===== config.mk =====
export PLATFORM = sky130hd
export DESIGN_NAME = frame_ptr_unit
export DESIGN_NICKNAME = d
export VERILOG_FILES = /design/src/rtl/frame_ptr_pkg.sv /design/src/rtl/frame_ptr_step.sv /design/src/rtl/frame_ptr_reg.sv /design/src/rtl/frame_ptr_unit.sv
export SDC_FILE = /design/constraint.sdc
export NUM_CORES = 1
export LEC_CHECK = 0
export ABC_AREA = 1
export BUFFER_PORTS_ARGS = -buffer_cell sky130_fd_sc_hd__buf_2
export CORE_UTILIZATION = 51
export CTS_CLUSTER_SIZE = 24
export DETAILED_ROUTE_END_ITERATION = 10
export GPL_TIMING_DRIVEN = 0
export PLACE_DENSITY = 0.84
export SETUP_SLACK_MARGIN = 0.5
export SYNTH_ARGS = -nofsm -noshare
export SYNTH_HDL_FRONTEND = slang
export SYNTH_SLANG_ARGS = --single-unit

===== constraint.sdc =====
create_clock -name clk -period 3.2 [get_ports clk]
set_clock_uncertainty 0.15 [all_clocks]
set_input_delay 0.64 -clock clk [delete_from_list [all_inputs] [get_ports clk]]
set_output_delay 0.64 -clock clk [all_outputs]
set_load 0.01 [all_outputs]

===== src/rtl/frame_ptr_pkg.sv =====
package frame_ptr_pkg;
   typedef enum logic [1:0] {
      ACC_BYTE  = 2'b00,
      ACC_WORD  = 2'b01,
      ACC_DWORD = 2'b10,
      ACC_NONE  = 2'b11
   } acc_size_e;
endpackage


===== src/rtl/frame_ptr_step.sv =====
module frame_ptr_step #(
   parameter int PTR_W     = 11,
   parameter bit USE_SHIFT = 1'b1
) (
   input  logic [1:0]       size,
   output logic [PTR_W-1:0] step
);
   import frame_ptr_pkg::*;

   generate
      if (USE_SHIFT) begin : g_shift
         always_comb begin
            if (size == ACC_NONE) step = '0;
            else                  step = PTR_W'(1) << size;
         end
      end else begin : g_case
         always_comb begin
            unique case (size)
               ACC_BYTE:  step = PTR_W'(1);
               ACC_WORD:  step = PTR_W'(2);
               ACC_DWORD: step = PTR_W'(4);
               default:   step = '0;
            endcase
         end
      end
   endgenerate
endmodule


===== src/rtl/frame_ptr_reg.sv =====
module frame_ptr_reg #(
   parameter int PTR_W   = 11,
   parameter int PTR_RST = 0
) (
   input  logic             clk,
   input  logic             rst_n,
   input  logic             load,
   input  logic [PTR_W-1:0] load_val,
   input  logic             adv,
   input  logic [PTR_W-1:0] step,
   output logic [PTR_W-1:0] ptr
);
   always_ff @(posedge clk or negedge rst_n) begin
      if (!rst_n)    ptr <= PTR_W'(PTR_RST);
      else if (load) ptr <= load_val;
      else if (adv)  ptr <= ptr + step;
   end
endmodule


===== src/rtl/frame_ptr_unit.sv =====
module frame_ptr_unit #(
   parameter int PTR_W     = 11,
   parameter int PTR_RST   = 0,
   parameter bit AUTO_RST  = 1'b1,
   parameter bit USE_SHIFT = 1'b1
) (
   input  logic             clk,
   input  logic             rst_n,
   input  logic             acc_stb,
   input  logic [1:0]       acc_size,
   input  logic             cfg_wr,
   input  logic [PTR_W:0]   cfg_wdata,
   output logic [PTR_W-1:0] addr_out,
   output logic [PTR_W:0]   cfg_rdata
);
   localparam int PTR_SPAN = 1 << PTR_W;

   generate
      if (PTR_W < 3) begin : g_bad_width
         $error("frame_ptr_unit: PTR_W must be at least 3");
      end
      if (PTR_RST < 0 || PTR_RST >= PTR_SPAN) begin : g_bad_rst
         $error("frame_ptr_unit: PTR_RST outside pointer range");
      end
   endgenerate

   logic             auto_q;
   logic [PTR_W-1:0] step;
   logic [PTR_W-1:0] ptr;

   always_ff @(posedge clk or negedge rst_n) begin
      if (!rst_n)      auto_q <= AUTO_RST;
      else if (cfg_wr) auto_q <= cfg_wdata[PTR_W];
   end

   frame_ptr_step #(.PTR_W(PTR_W), .USE_SHIFT(USE_SHIFT)) u_step (
      .size (acc_size),
      .step (step)
   );

   frame_ptr_reg #(.PTR_W(PTR_W), .PTR_RST(PTR_RST)) u_reg (
      .clk      (clk),
      .rst_n    (rst_n),
      .load     (cfg_wr),
      .load_val (cfg_wdata[PTR_W-1:0]),
      .adv      (acc_stb & auto_q),
      .step     (step),
      .ptr      (ptr)
   );

   assign addr_out  = ptr;
   assign cfg_rdata = {auto_q, ptr};
endmodule


==> flow_summary.ini, run 1 <==
[cells_and_area]
fill_cells = 163
final_cells = 221
syn2layout_area_growth_pct = 25.3
multi_input_area_um2 = 522
antenna_cells = 0
layout_common_cells = nand2_1 (42), buf_2 (40), nand3_1 (23)
final_common_cell = nand2_1
drive_above_1_share = 0.347
final_core_util = 0.708
regArea_um2 = 302
fin_area_um2 = 1280
nets = 219

[logic_synthesis]
avgSynthCellArea_um2 = 6.70
yosysWarnings = 0
syn_area_um2 = 1020
netlist_instances = 152
synth_cell_types = 22
synth_nets = 174
synth-seq-cells = 12
synth-seq-area-share = 0.296

[clocking]
cts_tree = built
ctsHoldBuffers = 0
clockBufferDepth = 2
clk_pin_slew_ps = 80
cts_buffers = 3
h-tree-depth = 1
cts_setup_buffers = 0
clkLatencyLatePin_ps = 270
cts_resized = 0
clock-sinks = 12
root_buffer = clkbuf_4

[critical_path]
cp.required_ps = 3210
critPathSlowestCell = fa_1
endpoint_kind = flip-flop
crit_path_cell_trace = buf_2 -> nor2_1 -> ha_1 -> inv_1 -> fa_1 -> inv_1 -> nand2_1 -> a21oi_2 -> nand4_1 -> nand3_1 -> nand3_1
crit_type = primary input to flip-flop
critPathMaxStageDelay_ps = 390
arrival_ps = 2190
cp-start-kind = primary input
crit_fanout = 4

[global_routing]
grt_pass1_vias = 948
grt_max_degree = 13
antenna_found_initial = 0
grt_usage = 0.239
grt_pass1_wl_mm = 3.72
gr-total-overflow = 0

[sta]
setup_ws_ps = 1020
slew_violations = 0
finalCritPeriodShare = 0.683
grt_setup_unrepaired = false
hold_violations = 0
worstMarginPinSlew_ps = 290
fin_crit_ps = 2180
relSlewSlack = 0.807
setup_viol = 0
fin_setup_tns_ps = 0
clock.fmax_mhz = 458

[placed_design]
dp_hpwl_mm = 1.85
dp_slack_ps = 742
portBuffers = 40
dp_cells = 217
gp_congestion = 0.863
place_area_um2 = 1250

[detailed_routing]
drt_wl_total_mm = 2.34
dr.pass1.iters = 4
drtIter0Drc = 24
ant_nets = 0
via_per_inst = 5.01
routedWlPerCell_um = 10.6
vias = 1107
drcViolationCount = 0

[floorplan]
die-width_um = 46.7
row_count = 15
num_io_pins = 41
start_util = 0.565
die_area_um2 = 2180
die_y_um = 46.7
core-area_um2 = 1800

[pwr]
leakagePower_nw = 0.722
powerDensity_nw_per_um2 = 392
ir_drop_uv = 362

[job]
maxCapViolCount = 0

[outcome]
status = finished clean

[hold_path]
hold_path.class = primary input to asynchronous set/reset pin
## synthesized netlist by cell type
cell	n	area [um^2]
a21oi_1	1	5.00
a21oi_2	1	8.76
a31oi_1	1	6.26
buf_4	13	97.6
buf_6	1	11.3
dfrtp_1	11	275
dfstp_2	1	26.3
fa_1	1	20.0
ha_1	3	37.5
inv_1	19	71.3
inv_2	4	15.0
nand2_1	42	158
nand2_2	2	12.5
nand3_1	23	115
nand4_1	2	12.5
nor2_1	11	41.3
nor2_2	1	6.26
nor2_8	1	20.0
o211ai_1	3	22.5
o21ai_0	9	45.0
o21ai_1	1	5.00
or2_2	1	6.26
## cell families after synthesis
logic type                 Yosys count  synth area share
AOI/OAI and AO/OA                   16            0.0909
and+or+nand+nor                     83             0.365
adders and majority gates            4            0.0565
buffers and inverters               37             0.192
DFF                                 12             0.296
## sequential cells by signal, indices dropped and copies added, names as in the netlist
register	cells
u_reg.ptr	11
auto_q	1
## through the flow
step	power [mW]	hold WS (ps)
final	0.501	93.0
after floorplan	0.332	194
after CTS	0.506	92.9
after global routing	0.540	107
after global placement	0.397	318
after detailed placement	0.405	320
## area by class of cell
cell class                 count  area share
buffer                        14      0.0853
clock buffer                   4      0.0206
inverter                      23      0.0676
multi-input combinational    103       0.409
sequential                    12       0.236
tap                           25      0.0245
timing repair buffer          40       0.157
## power breakdown
part	switching, mW	leakage [nW]	internal [mW]	total [mW]
clock	0.0509	0.0150	0.0481	0.0990
sequential	0.0265	0.143	0.172	0.198
combinational	0.110	0.564	0.0935	0.203
## worst paths after layout
path / from / slack, ps / depth (start not counted) / endpoint
worst max-delay path: acc_size[1] / 1020 / 11 / u_reg.ptr[8]
max in group asynchronous: rst_n / 2520 / 1 / auto_q
worst min-delay path: rst_n / 90 / 1 / u_reg.ptr[5]
worst min register to register: auto_q / 330 / 2 / auto_q
min in group clk: auto_q / 330 / 2 / auto_q
worst max register to register: u_reg.ptr[0] / 1200 / 9 / u_reg.ptr[8]
## critical path: cells and delay by family
family	cells	cell delay, ps
buffers and inverters	3	290
adders and majority gates	2	600
and+or+nand+nor	5	450
AOI/OAI and AO/OA	1	210
## per-layer routing
metal,up-vias,track usage,wire length [um]
li1,562,-,-
met1,502,0.296,1040
met2,38,0.417,1150
met3,5,0.0235,97
met4,0,0.0971,52
met5,-,0,0
(Power assumes the default switching activity.)
==> run 2: changes to the inputs <==
CORE_UTILIZATION = 48   (was 51)
PLACE_DENSITY = 0.79   (was 0.84)
clock period = 2.29 ns   (was 3.2 ns; I/O delays follow)
==> flow_summary.ini, run 2 (synthesis results as in run 1) <==
[detailed_routing]
drtIter0Drc = 34
dr.pass1.iters = 4
routedWlPerCell_um = 10.9
vias = 1142
via_per_inst = 4.99
drcViolationCount = 0
ant_nets = 0
drt_wl_total_mm = 2.51

[cells_and_area]
reg.largest.list = u_reg.ptr (11), auto_q (1)
largest_reg_flops = 11
layout_common_cells = nand2_1 (41), buf_2 (40), nand3_1 (22)
top_register = u_reg.ptr
nets = 225
syn2layout_area_growth_pct = 34.6
final_common_cell = nand2_1
antenna_cells = 0
drive_above_1_share = 0.401

[global_routing]
use_met1 = 0.291
grt_max_degree = 13
grt_pass1_wl_mm = 3.70
gr-total-overflow = 0
grt_util_met2 = 0.389
grt_pass1_vias = 889
grt_busiest_layer = met2
use_met3 = 0.0340
grt_usage = 0.236
antenna_found_initial = 0

[sta]
relSlewSlack = 0.805
setup_viol = 0
finalCritPeriodShare = 0.789
fin_crit_ps = 1810
grt_setup_unrepaired = true
worstMarginPinSlew_ps = 292
fin_setup_tns_ps = 0
holdWs_ps = 226
clock.fmax_mhz = 553
slew_violations = 0
hold_violations = 0

[critical_path]
endpoint_kind = output port
crit_fanout = 3
crit_type = flip-flop to output port
arrival_ps = 1200
cp.required_ps = 1680
cp-start-kind = flip-flop

[pwr]
leakagePower_nw = 0.755
ir_drop_uv = 429
powerDensity_nw_per_um2 = 539

[clocking]
cts_buffers = 3
clock-sinks = 12
root_buffer = clkbuf_4
clockBufferDepth = 2
clkLatencyLatePin_ps = 280
cts_tree = built
h-tree-depth = 1
clk_pin_slew_ps = 80

[outcome]
status = finished clean

[hold_path]
hold_path.class = primary input to flip-flop

[floorplan]
die-width_um = 48.1
row_count = 16
die_y_um = 48.1
die_area_um2 = 2310
start_util = 0.514
core-area_um2 = 1980
num_io_pins = 41

[placed_design]
gp_congestion = 0.875
dp_hpwl_mm = 1.84
portBuffers = 40

[job]
maxCapViolCount = 0
==> run 2: cell types whose count changed in the layout (fill, tap and decap cells not counted), moves of 2 or more <==
cell / change
buf_4: +5
ha_1: -2
inv_1: -2
inv_2: +2
==> run 2: what timing repair did <==
item                                   CTS  global route
endpoints found under the hold margin   11             0
hold buffers                             1             0
pin swaps                                1             7
resized for setup                        2             3
buffers inserted                         1             4
setup endpoints to repair                3             5
==> run 2: through the flow <==
stage / setup slack, ps / area [um^2] / power (mW) / cells / util
finish: 483 / 1370 / 0.740 / 229 / 0.692
global route: 415 / 1370 / 0.801 / 229 / 0.692
CTS: 490 / 1330 / 0.728 / 225 / 0.670
detailed placement: 151 / 1280 / 0.575 / 219 / 0.645
global placement: 189 / 1280 / 0.564 / 219 / 0.645
floorplan: 407 / 1040 / 0.471 / 152 / -
==> run 2: final timing paths <==
| kind | endpoint | slack, ps | cells past startpoint | start |
|---|---|---|---|---|
| max | cfg_rdata[0] | 480 | 4 | u_reg.ptr[0] |
| min in group asynchronous | u_reg.ptr[6] | 440 | 2 | rst_n |
| max reg2reg | u_reg.ptr[8] | 510 | 9 | u_reg.ptr[0] |
| min | auto_q | 230 | 3 | cfg_wdata[11] |
| min reg2reg | auto_q | 340 | 2 | auto_q |
| max in group asynchronous | auto_q | 1280 | 2 | rst_n |
==> run 2: layout make-up <==
cell class | count | area (um^2)
buffer | 14 | 109
multi-input combinational | 103 | 567
clock buffer | 4 | 26.3
tap | 27 | 33.8
inverter | 23 | 86.3
sequential | 12 | 302
fill | 177 | 611
timing repair buffer | 46 | 248
==> run 2: where the power goes <==
group          internal (mW)  switching [mW]  total, mW  leakage (nW)
clock network         0.0676          0.0757      0.143        0.0150
registers              0.240          0.0385      0.279         0.143
logic                  0.151           0.167      0.318         0.597
==> run 2: layer usage <==
| metal | part of all wire | vias to the layer above |
|---|---|---|
| met5 | 0 | - |
| met4 | 0.023 | 0 |
| met3 | 0.072 | 9 |
| met2 | 0.48 | 56 |
| met1 | 0.42 | 502 |
| li1 | - | 575 |
==> run 2: critical path, stage by stage, from the launching register on <==
cell and delay, ps:
dfrtp_1 410, buf_4 140, buf_4 130, buf_4 120
buf_2 130
==> run 3: changes to the inputs <==
CORE_UTILIZATION = 43   (was 48)
PLACE_DENSITY = 0.75   (was 0.79)
clock period = 1.6 ns   (was 2.29 ns; I/O delays follow)
==> flow_summary.ini, run 3 (synthesis results as in run 1) <==
[sta]
slew_violations = 0
fin_setup_tns_ps = -991
setup_ws_ps = -193
setup_viol = 12
relSlewSlack = 0.796
finalCritPeriodShare = 1.12
grt_setup_unrepaired = true
hold_violations = 0
clock.fmax_mhz = 558
fin_crit_ps = 1790
worstMarginPinSlew_ps = 306

[clocking]
cts_buffers = 3
clk_pin_slew_ps = 90
root_buffer = clkbuf_4
clockBufferDepth = 2
clock-sinks = 12
h-tree-depth = 1
clkLatencyLatePin_ps = 280
cts_tree = built

[critical_path]
critPathMaxStageDelay_ps = 360
reg2reg_to = u_reg.ptr[8]
reg2reg_slack_ps = -190
crit_fanout = 4
cp.required_ps = 1620
cp-start-kind = primary input
endpoint_kind = flip-flop
arrival_ps = 1820
crit_path_cell_trace = buf_2 -> nor2_1 -> ha_4 -> inv_2 -> fa_2 -> inv_2 -> nand2_4 -> a21oi_4 -> nand4_1 -> nand3_1 -> nand3_1
reg2reg_depth = 9
critPathSlowestCell = fa_2
setup.worst_path.end = u_reg.ptr[8]
worstSetupStartpoint = acc_size[1]
reg2reg_from = u_reg.ptr[0]
crit_type = primary input to flip-flop

[pwr]
ir_drop_uv = 532
total_power_mw = 1.33
powerDensity_nw_per_um2 = 762
leakagePower_nw = 0.888

[placed_design]
place_area_um2 = 1300
portBuffers = 40
dp_hpwl_mm = 1.90
gp_congestion = 0.855

[floorplan]
core-area_um2 = 2210
die_area_um2 = 2570
die-width_um = 50.7
start_util = 0.460
row_count = 17
die_y_um = 50.7
num_io_pins = 41

[cells_and_area]
top_register = u_reg.ptr
syn2layout_area_growth_pct = 71.3
nets = 240
reg.largest.list = u_reg.ptr (11), auto_q (1)
largest_reg_flops = 11
antenna_cells = 0
layout_common_cells = nand2_1 (39), buf_6 (33), buf_2 (23)
fin_area_um2 = 1740
drive_above_1_share = 0.512
final_common_cell = nand2_1
final_core_util = 0.788

[hold_path]
hold_path.class = primary input to flip-flop

[outcome]
violations = setup timing
status = complete, but fails checks

[job]
maxCapViolCount = 0

[global_routing]
grt_pass1_wl_mm = 4.95
grt_usage = 0.256
gr-total-overflow = 0
antenna_found_initial = 0
grt_max_degree = 13
grt_pass1_vias = 1171

[detailed_routing]
via_per_inst = 5.33
ant_nets = 0
routedWlPerCell_um = 14.6
dr.pass1.iters = 4
drcViolationCount = 0
drtIter0Drc = 92
vias = 1305
drt_wl_total_mm = 3.57
run 3: worst min-delay path by stage:
stage,start,to,slack (ps),depth (start not counted)
6_report,cfg_wdata[11],auto_q,100,3
5_1_grt,cfg_wdata[8],u_reg.ptr[8],110,3
4_1_cts,cfg_wdata[8],u_reg.ptr[8],100,3
3_5_place_dp,rst_n,u_reg.ptr[8],70,1
3_3_place_gp,rst_n,u_reg.ptr[6],70,1
2_1_floorplan,rst_n,u_reg.ptr[0],-130,0
run 3: power by group:
group          internal (mW)  leakage (nW)  switching (mW)
registers              0.347         0.137          0.0443
clock network         0.0965        0.0150           0.114
logic                  0.384         0.736           0.344
total                  0.828         0.888           0.502
run 3: layer usage:
layer  up-vias  global-route usage  share of wire
li1        608                   -              -
met1       598               0.309           0.38
met2        82               0.456           0.50
met3        17              0.0455          0.085
met4         0              0.0787          0.040
met5         -                   0              0
run 3: area by class of cell:
cell class,count,area (um^2)
plain buffers,14,150
repair buffers,60,474
fillers,155,468
flip-flops and latches,12,308
clock buffers,4,26.3
multi-input cells,104,664
inverters,23,86.3
well taps,28,35.0
run 3: what timing repair did:
item,4_1_cts,5_1_grt
hold buffers,1,0
buffers inserted,14,5
setup endpoints to repair,34,34
gates resized for setup,44,8
pin swaps,8,9
endpoints found under the hold margin,11,0
cloned,0,1
run 3: stage by stage:
| step | setup slack [ps] | hold slack, ps | instances |
|---|---|---|---|
| after global routing | -246 | 112 | 245 |
| final | -193 | 102 | 245 |
| after global placement | -425 | 69.4 | 220 |
| after detailed placement | -450 | 73.0 | 220 |
| after CTS | -111 | 103 | 239 |
| after floorplan | -218 | -126 | 152 |
run 3: critical path, delay by kind of cell:
family | cells | cell delay, ps
adders and majority gates | 2 | 530
buffers and inverters | 3 | 260
and+or+nand+nor | 5 | 520
AOI/OAI and AO/OA | 1 | 180
